File: src/rtl/fp32_pack_pkg.sv
package fp32_pack_pkg;

  // Default field widths of the packed word and the unpacked input
  localparam int FRAC_W = 23;  // stored fraction bits
  localparam int EFLD_W = 8;   // exponent field bits
  localparam int IEXP_W = 10;  // unbiased input exponent bits

  typedef enum logic [1:0] {
    CLS_ZERO = 2'b00,
    CLS_NUM  = 2'b01,
    CLS_INF  = 2'b10,
    CLS_NAN  = 2'b11
  } fp_class_e;

  typedef enum logic [1:0] {
    RM_NEAREST = 2'b00,
    RM_TOZERO  = 2'b01,
    RM_DOWN    = 2'b10,
    RM_UP      = 2'b11
  } rmode_e;

  typedef struct packed {
    logic operr;
    logic ovf;
    logic unf;
    logic inx;
  } fp_flags_t;

endpackage

File: src/rtl/fp32_sticky_shift.sv
// Right shifter that ORs every bit pushed off the bottom into one flag.
module fp32_sticky_shift #(
  parameter int W    = 26,
  parameter int SH_W = 5
) (
  input  logic [W-1:0]    din,
  input  logic [SH_W-1:0] sh,
  output logic [W-1:0]    dout,
  output logic            lost
);

  logic [SH_W:0][W-1:0] stage;
  logic [SH_W:0]        drop;

  assign stage[0] = din;
  assign drop[0]  = 1'b0;

  for (genvar k = 0; k < SH_W; k++) begin : g_stage
    localparam int STEP = 1 << k;
    if (STEP < W) begin : g_part
      assign stage[k+1] = sh[k] ? (stage[k] >> STEP) : stage[k];
      assign drop[k+1]  = drop[k] | (sh[k] & (|stage[k][STEP-1:0]));
    end else begin : g_full
      assign stage[k+1] = sh[k] ? '0 : stage[k];
      assign drop[k+1]  = drop[k] | (sh[k] & (|stage[k]));
    end
  end

  assign dout = stage[SH_W];
  assign lost = drop[SH_W];

endmodule

File: src/rtl/fp32_round_inc.sv
// Rounding decision and increment for a significand with guard/round/sticky.
module fp32_round_inc
  import fp32_pack_pkg::*;
#(
  parameter int MW = 24
) (
  input  logic [MW-1:0] mant,
  input  logic          guard,
  input  logic          rnd,
  input  logic          sticky,
  input  logic          sign,
  input  logic [1:0]    rmode,
  output logic [MW:0]   sum,
  output logic          inexact
);

  logic up;

  always_comb begin
    inexact = guard | rnd | sticky;
    unique case (rmode)
      RM_NEAREST: up = guard & (rnd | sticky | mant[0]);
      RM_TOZERO:  up = 1'b0;
      RM_DOWN:    up = inexact & sign;
      RM_UP:      up = inexact & ~sign;
      default:    up = 1'b0;
    endcase
    sum = {1'b0, mant} + {{MW{1'b0}}, up};
  end

endmodule

File: src/rtl/fp32_pack_core.sv
// Combinational packing: bias, denormalise, round, renormalise, overflow.
module fp32_pack_core
  import fp32_pack_pkg::*;
#(
  parameter int FW  = FRAC_W,
  parameter int EW  = EFLD_W,
  parameter int XW  = IEXP_W,
  localparam int WW = 1 + EW + FW
) (
  input  logic                 sign,
  input  logic [1:0]           cls,
  input  logic signed [XW-1:0] exp_in,
  input  logic [FW:0]          mant,
  input  logic                 guard,
  input  logic                 rnd,
  input  logic                 sticky,
  input  logic [1:0]           rmode,
  output logic [WW-1:0]        word,
  output fp_flags_t            flags
);

  localparam int MW   = FW + 1;
  localparam int VW   = MW + 2;
  localparam int SH_W = $clog2(VW + 1);
  localparam int BW   = XW + 2;
  localparam int BIAS = (1 << (EW - 1)) - 1;
  localparam int EMAX = (1 << EW) - 1;

  logic signed [BW-1:0] biased, deficit, exp_n;
  logic                 is_sub;
  logic [SH_W-1:0]      shamt;
  logic [VW-1:0]        sh_out;
  logic                 sh_lost;
  logic [MW:0]          sum;
  logic                 rnd_inx, carry, ovf, to_inf;
  logic [EW-1:0]        exp_fld;
  logic [FW-1:0]        frac_fld;

  // Bias and subnormal shift amount
  always_comb begin
    biased  = BW'(exp_in) + BW'(BIAS);
    is_sub  = biased[BW-1] | (biased == '0);
    deficit = BW'(1) - biased;
    if (!is_sub)
      shamt = '0;
    else if (deficit > BW'(VW))
      shamt = SH_W'(VW);
    else
      shamt = deficit[SH_W-1:0];
  end

  fp32_sticky_shift #(.W(VW), .SH_W(SH_W)) u_shift (
    .din  ({mant, guard, rnd}),
    .sh   (shamt),
    .dout (sh_out),
    .lost (sh_lost)
  );

  fp32_round_inc #(.MW(MW)) u_round (
    .mant    (sh_out[VW-1:2]),
    .guard   (sh_out[1]),
    .rnd     (sh_out[0]),
    .sticky  (sticky | sh_lost),
    .sign    (sign),
    .rmode   (rmode),
    .sum     (sum),
    .inexact (rnd_inx)
  );

  // Renormalise and range-check
  always_comb begin
    carry  = sum[MW];
    exp_n  = biased + $signed({{(BW-1){1'b0}}, carry});
    ovf    = ~is_sub & (exp_n >= BW'(EMAX));
    to_inf = (rmode == RM_NEAREST) |
             ((rmode == RM_UP) & ~sign) |
             ((rmode == RM_DOWN) & sign);
    if (is_sub) begin
      exp_fld  = sum[FW] ? EW'(1) : '0;
      frac_fld = sum[FW] ? '0 : sum[FW-1:0];
    end else begin
      exp_fld  = exp_n[EW-1:0];
      frac_fld = carry ? '0 : sum[FW-1:0];
    end
  end

  // Class selection and flag assembly
  always_comb begin
    flags = '0;
    unique case (cls)
      CLS_ZERO: word = {sign, {(WW-1){1'b0}}};
      CLS_INF:  word = {sign, {EW{1'b1}}, {FW{1'b0}}};
      CLS_NAN:  word = {sign, {EW{1'b1}}, mant[FW-1:0]};
      default: begin
        flags.inx = rnd_inx | ovf;
        flags.unf = is_sub;
        flags.ovf = ovf;
        flags.operr = ovf;
        if (!ovf)
          word = {sign, exp_fld, frac_fld};
        else if (to_inf)
          word = {sign, {EW{1'b1}}, {FW{1'b0}}};
        else
          word = {sign, {(EW-1){1'b1}}, 1'b0, {FW{1'b1}}};
      end
    endcase
  end

endmodule

File: src/rtl/fp32_packer.sv
// Registered single-precision packer with valid/ready on both sides.
module fp32_packer
  import fp32_pack_pkg::*;
#(
  parameter int FW  = FRAC_W,
  parameter int EW  = EFLD_W,
  parameter int XW  = IEXP_W,
  localparam int WW = 1 + EW + FW
) (
  input  logic          clk,
  input  logic          rst_n,
  input  logic          in_valid,
  output logic          in_ready,
  input  logic          in_sign,
  input  logic [1:0]    in_class,
  input  logic [XW-1:0] in_exp,
  input  logic [FW:0]   in_mant,
  input  logic          in_guard,
  input  logic          in_round,
  input  logic          in_sticky,
  input  logic [1:0]    in_rmode,
  output logic          out_valid,
  input  logic          out_ready,
  output logic [WW-1:0] out_word,
  output logic [3:0]    out_flags
);

  localparam int EMAX = (1 << EW) - 1;

  logic [WW-1:0] core_word;
  fp_flags_t     core_flags;
  logic          take;

  fp32_pack_core #(.FW(FW), .EW(EW), .XW(XW)) u_core (
    .sign   (in_sign),
    .cls    (in_class),
    .exp_in (in_exp),
    .mant   (in_mant),
    .guard  (in_guard),
    .rnd    (in_round),
    .sticky (in_sticky),
    .rmode  (in_rmode),
    .word   (core_word),
    .flags  (core_flags)
  );

  assign in_ready = ~out_valid | out_ready;
  assign take     = in_valid & in_ready;

  always_ff @(posedge clk or negedge rst_n) begin
    if (!rst_n) begin
      out_valid <= 1'b0;
      out_word  <= '0;
      out_flags <= '0;
    end else begin
      if (take) begin
        out_valid <= 1'b1;
        out_word  <= core_word;
        out_flags <= core_flags;
      end else if (out_ready) begin
        out_valid <= 1'b0;
      end
    end
  end

  // Output field views for the checks below
  logic [EW-1:0] o_exp;
  fp_flags_t     o_fl;
  assign o_exp = out_word[WW-2 -: EW];
  assign o_fl  = out_flags;

  AST_TAKE_GIVES_VALID: assert property (@(posedge clk) disable iff (!rst_n)
    in_valid && in_ready |=> out_valid);
  AST_STALL_HOLDS: assert property (@(posedge clk) disable iff (!rst_n)
    out_valid && !out_ready |=> out_valid && $stable(out_word) && $stable(out_flags));
  AST_OPERR_IFF_OVF: assert property (@(posedge clk) disable iff (!rst_n)
    out_valid |-> (o_fl.operr == o_fl.ovf));
  AST_OVF_INEXACT: assert property (@(posedge clk) disable iff (!rst_n)
    out_valid && o_fl.ovf |-> o_fl.inx);
  AST_OVF_TOP_EXP: assert property (@(posedge clk) disable iff (!rst_n)
    out_valid && o_fl.ovf |-> (o_exp >= EW'(EMAX - 1)));
  AST_UNF_LOW_EXP: assert property (@(posedge clk) disable iff (!rst_n)
    out_valid && o_fl.unf |-> (o_exp <= EW'(1)));
  AST_SPECIAL_QUIET: assert property (@(posedge clk) disable iff (!rst_n)
    out_valid && (o_exp == EW'(EMAX)) && !o_fl.ovf |-> (out_flags == 4'b0000));

endmodule

File: config.mk
export PLATFORM = sky130hd
export DESIGN_NAME = fp32_packer
export DESIGN_NICKNAME = d
export VERILOG_FILES = /design/src/rtl/fp32_pack_pkg.sv /design/src/rtl/fp32_sticky_shift.sv /design/src/rtl/fp32_round_inc.sv /design/src/rtl/fp32_pack_core.sv /design/src/rtl/fp32_packer.sv
export SDC_FILE = /design/constraint.sdc
export NUM_CORES = 1
export LEC_CHECK = 0
export BUFFER_PORTS_ARGS = -buffer_cell sky130_fd_sc_hd__buf_2
export CORE_AREA = 5 5 105 107
export CTS_CLUSTER_DIAMETER = 30
export DETAILED_ROUTE_END_ITERATION = 8
export DIE_AREA = 0 0 110 112
export PLACE_DENSITY = 0.8
export SLEW_MARGIN = 5
export SYNTH_ARGS = -nofsm -noshare
export SYNTH_HDL_FRONTEND = slang
export SYNTH_SLANG_ARGS = --single-unit
File: constraint.sdc
create_clock -name clk -period 5.7 [get_ports clk]
set_clock_uncertainty 0.15 [all_clocks]
set_input_delay 1.14 -clock clk [delete_from_list [all_inputs] [get_ports clk]]
set_output_delay 1.14 -clock clk [all_outputs]
set_load 0.05 [all_outputs]
==> results by group, run 1 <==
GRT
  – Grt total ovfl: 3
  – Vias in the first global route: ~11,000
  – Total Routing Usage GR: between 70% and 80%
  – First-pass GRT wire length: roughly 66 mm
  – Largest net degree at the start of global routing: 37

Status
  – Status: did not finish
  – Halt Stage: global routing (5_1_grt)
  – Error msg: [ERROR GRT-0116] Global routing finished with congestion. Check the congestion regions in the DRC Viewer.

Die
  – I/O pin count: between 80 and 90
  – Placement Rows: 37
  – Die Y-Extent: 112 microns
  – Initial core utilization: between 50 and 60%
  – Die Width: between 100 and 150 microns

CTS
  – Htree depth: 2
  – Root Driver: clkbuf_8
  – Clock sink total: 36
  – CTS Buffer Depth: 2
  – Clock buffer count from CTS: 5

Synth
  – Post-Syn Area: 0.00539 sq mm
  – Async SR Flop Fraction: 100%
  – Syn_nets: just under 800
  – Seq cells post-synth: 36
  – Synth cell types: 94
  – Sequential share of the synthesized area: between 10% and 20%
  – Yosys warns: 0
  – EDFF count, synth: 0
  – Ys flop type: dfrtp_1
  – Synthesized instance count: approximately 720
  – Average cell area after synthesis: 7.44 sq um

Placed design
  – Routability cong.: approximately 1.2
  – Placed wire-length estimate: about 20 mm
  – Port Buffers: a little over 80
[per-stage QoR]
stage          area, sq um  util, %  hold slack [ns]  setup WS [ns]  cells
3_5_place_dp          8080     80.5            0.313          -3.13   1155
3_3_place_gp          8080     80.5            0.295          -2.80   1155
2_1_floorplan         5790        -            0.591          -2.64    724
4_1_cts               9410     93.6            0.330          -2.30   1229
[kinds of logic after synthesis]
family,count (synthesis),synth area share (%)
xor gates and xnor gates,31,5.04
DFF,36,16.7
muxes,36,7.38
adders and majority gates,10,2.32
and+or+nand+nor,289,28.2
buffers and inverters,68,5.94
AOI/OAI and AO/OA,254,34.4
[synthesized netlist by cell type, types with 14 or more instances]
cell type   n  area share [%]
clkbuf_1   26             1.8
a21oi_1    61             5.7
o21ai_0    35             3.2
xnor2_1    17             2.8
nor3_1     21             1.9
inv_1      16             1.1
and2_1     15             1.7
xor2_1     14             2.3
nand3_1    23             2.1
mux2i_1    22             4.1
dfrtp_1    36              17
nand2_1    76             5.3
nor2_1     66             4.6
[repair_timing]
action                                  in CTS
pin swaps                                   52
resized for setup                          130
buffers inserted                            63
hold buffers                                 0
endpoints found under the setup margin      33
gates cloned                                 5
[per-layer routing]
layer	overflow	track usage (%)
met2	1	84.8
met5	0	21.8
met4	2	69.2
met1	0	72.2
met3	0	61.8
==> run 2, diff against run 1 <==
Settings changed: CORE_AREA 5 5 105 107 to 5 5 123 125, CTS_CLUSTER_DIAMETER 30 to not set, DIE_AREA 0 0 110 112 to 0 0 128 130, PLACE_DENSITY 0.8 to not set, PLACE_DENSITY_LB_ADDON set to 0.15.
==> run 2 against run 1 <==
The flow now finishes, with violations (setup timing); area after synthesis is the same; synthesized cell count stayed put.
==> results by group, run 2 <==
Critical path
  – Worst reg2reg setup slack: between 3 and 4 ns
  – CP Data Arrival Time: roughly 8.4 ns
  – Worst reg2reg path endpoint: out_word[10]
  – Critical Path RT: about 5.8 ns
  – CP Class: primary input to flip-flop
  – Max FO, Critical Path: 6
  – CP max-delay cell: or4_4
  – Reg2reg path depth: 8
  – Crit start category: primary input
  – FF-to-FF Start: out_valid
  – CP max stage delay: 0.55 ns
  – Setup crit end kind: flip-flop

CTS
  – Post-CTS Hold Fix Bufs: 0
  – Worst skew pair latency: roughly 0.28 ns
  – Clock sink total: 36
  – Htree depth: 2
  – Root Driver: clkbuf_16
  – Clock buffer count from CTS: 5
  – CTS Buffer Depth: 2
  – CTS tree: done
  – Clock Pin Slew Worst Setup and Hold Paths: roughly 0.06 ns

Synth
  – Ys flop type: dfrtp_1
  – Synth cell types: 94
  – Cell type with the largest total area after synthesis: dfrtp_1
  – Synthesized instance count: just over 700
  – Post-Syn Area: approximately 0.0054 sq mm
  – Yosys warns: 0
  – Area contributors post-synth: dfrtp_1 17%, a21oi_1 5.7%, nand2_1 5.3%
  – Async SR Flop Fraction: between 90% and 100%
  – Most frequent cells after synthesis: 76 x nand2_1, 66 x nor2_1, 61 x a21oi_1
  – Most common cell in the netlist: nand2_1
  – Seq cells post-synth: 36
  – Syn_nets: just under 800
  – Sequential share of the synthesized area: ~17%
  – EDFF count, synth: 0
  – Average cell area after synthesis: approximately 7.4 sq um
  – Post-synth top area share: approximately 17%

Timing
  – Fin crit share: 147%
  – Worst-Margin Slew: 1.35 ns
  – RSZ-0062 raised after global routing: yes
  – Hold_ws: 0.314 ns
  – # setup viols final: 33
  – Final worst slack: -2.69 ns
  – Worst relative slew slack: 9.91%
  – Final Hold Viols: 0
  – Minimum clock period: around 8.4 ns
  – Fmax: roughly 0.12 GHz
  – Pins over their slew limit: 0

Min path
  – Min-delay src: out_word[28]
  – Hold WC Path Type: flip-flop to flip-flop
  – Worst Hold End: out_word[28]
  – Hold Path Depth: 2

Die
  – Initial core utilization: 39.1%
  – I/O pin count: 84
  – Die Y-Extent: 130 microns
  – Die area: between 0.015 and 0.02 sq mm
  – Core Region: ~0.014 sq mm
  – Placement Rows: 43
  – Die Width: roughly 130 microns

Drt
  – Metal-1 WL: 11.6 mm
  – DR DRC count: 0
  – WL final: ~27 mm
  – WL/cell: about 21 microns
  – Vias: approximately 7,600
  – Antenna Nets Post-Route: 0
  – WL met2: between 10 and 15 mm
  – Met3 WL: 1.53 mm
  – Iter 0 DRT Violations: 708
  – Vias per cell: ~6
  – Pre-Repair DR Iteration Count: 7
  – Uppermost layer routed: met4

Placed design
  – Placed Instance Area: around 0.008 sq mm
  – Cell count after placement: 1,212
  – Placed wire-length estimate: between 20 and 25 mm
  – Port Buffers: 83
  – Routability cong.: ~0.97

GRT
  – Largest net degree at the start of global routing: 37
  – Grt total ovfl: 0
  – Initial antenna violation count: 0
  – First-pass GRT wire length: a little over 40 mm
  – Total Routing Usage GR: a little under a third
  – Vias in the first global route: roughly 7,400

Pwr
  – Leak: approximately 4.2 nW
  – Power Total: 1.77 mW
  – Maximum vdd drop: roughly 0.13 mV
  – Pwr/cell area: about 190 mW/mm^2

Status
  – Status: complete, but fails checks
  – Failing checks: setup timing

Finish
  – Layout cells sized above 1: 52.7%
  – Synth-to-Final Area Change: 75.4%
  – Antenna Diode Count: 0
  – Post-route cell area: around 0.0095 sq mm
  – Largest Register: out_word
  – Nets: about 1,200
  – Commonest non-fill, non-tap cell in the layout: buf_4
  – Most frequent cells in the layout: 304 x buf_4, 81 x buf_2, 72 x nand2_1, 59 x nor2_1, 52 x a21oi_1
  – Largest regs: out_word (32), out_flags (3), out_valid (1)
  – Max FFs per register: 32
  – Final Non-Filler Cells: between 1,000 and 1,500

Run
  – Max-cap violations: 0
[run 2: cell counts after synthesis]
No cell type changed its count.
[run 2: cell families (layout without fill, tap and decap cells)]
group	Yosys count	after routing	synth area share, %
and+or+nand+nor	289	289	28.2
xor gates and xnor gates	31	31	5.04
adders and majority gates	10	10	2.32
AOI/OAI and AO/OA	254	254	34.4
DFF	36	36	16.7
buffers and inverters	68	442	5.94
muxes	36	36	7.38
[run 2: worst max-delay path, delay by kind of cell]
kind | cells | cell delay (ns)
AO/OA/AOI/OAI | 11 | 2.05
buffers and inverters | 7 | 0.89
adder cells (fa/ha/maj) | 4 | 0.71
XOR/XNOR | 1 | 0.14
AND/OR/NAND/NOR | 15 | 3.40
multiplexers | 1 | 0.10
[run 2: where the power goes]
group	internal (mW)	switching, mW
sequential	0.294	0.0222
combinational	0.476	0.647
clock	0.230	0.104
[run 2: what timing repair did]
| item | 4_1_cts | 5_1_grt |
|---|---|---|
| cloned | 0 | 1 |
| setup endpoints to repair | 33 | 33 |
| setup buffers | 30 | 29 |
| pin swaps | 17 | 16 |
| gates resized for setup | 67 | 51 |
| hold endpoints to repair | 0 | 0 |
[run 2: area by class of cell]
class	instances	area [sq um]
flip-flops and latches	36	901
inverters	17	68.8
clock buffers	7	153
well taps	180	225
multi-input cells	620	4960
fillers	1134	4320
repair buffers	417	3120
clock inverters	1	30.0
[run 2: per-layer routing]
layer	track usage, %	up-vias
li1	-	3524
met1	41.0	3739
met2	50.7	325
met3	3.60	61
met4	13.7	0
met5	0	-
[run 2: worst max-delay path by stage]
stage	cells after the start	from	slack [ns]	to
finish	39	in_exp[1]	-2.69	out_word[0]
global route	42	in_exp[0]	-2.88	out_word[0]
floorplan	38	in_exp[0]	-2.64	out_word[13]
global placement	38	in_exp[1]	-2.97	out_word[17]
detailed placement	38	in_exp[1]	-3.14	out_word[14]
CTS	39	in_exp[1]	-2.40	out_word[14]
[run 2: metrics by stage]
step | setup TNS (ns) | util [%] | setup WS (ns)
6_report | -82.24 | 68.6 | -2.69
3_5_place_dp | -96.03 | 59.8 | -3.14
2_1_floorplan | -78.72 | - | -2.64
5_1_grt | -88.96 | 68.6 | -2.88
4_1_cts | -73.22 | 65.1 | -2.40
3_3_place_gp | -91.96 | 59.8 | -2.97
(Power assumes the default switching activity.)
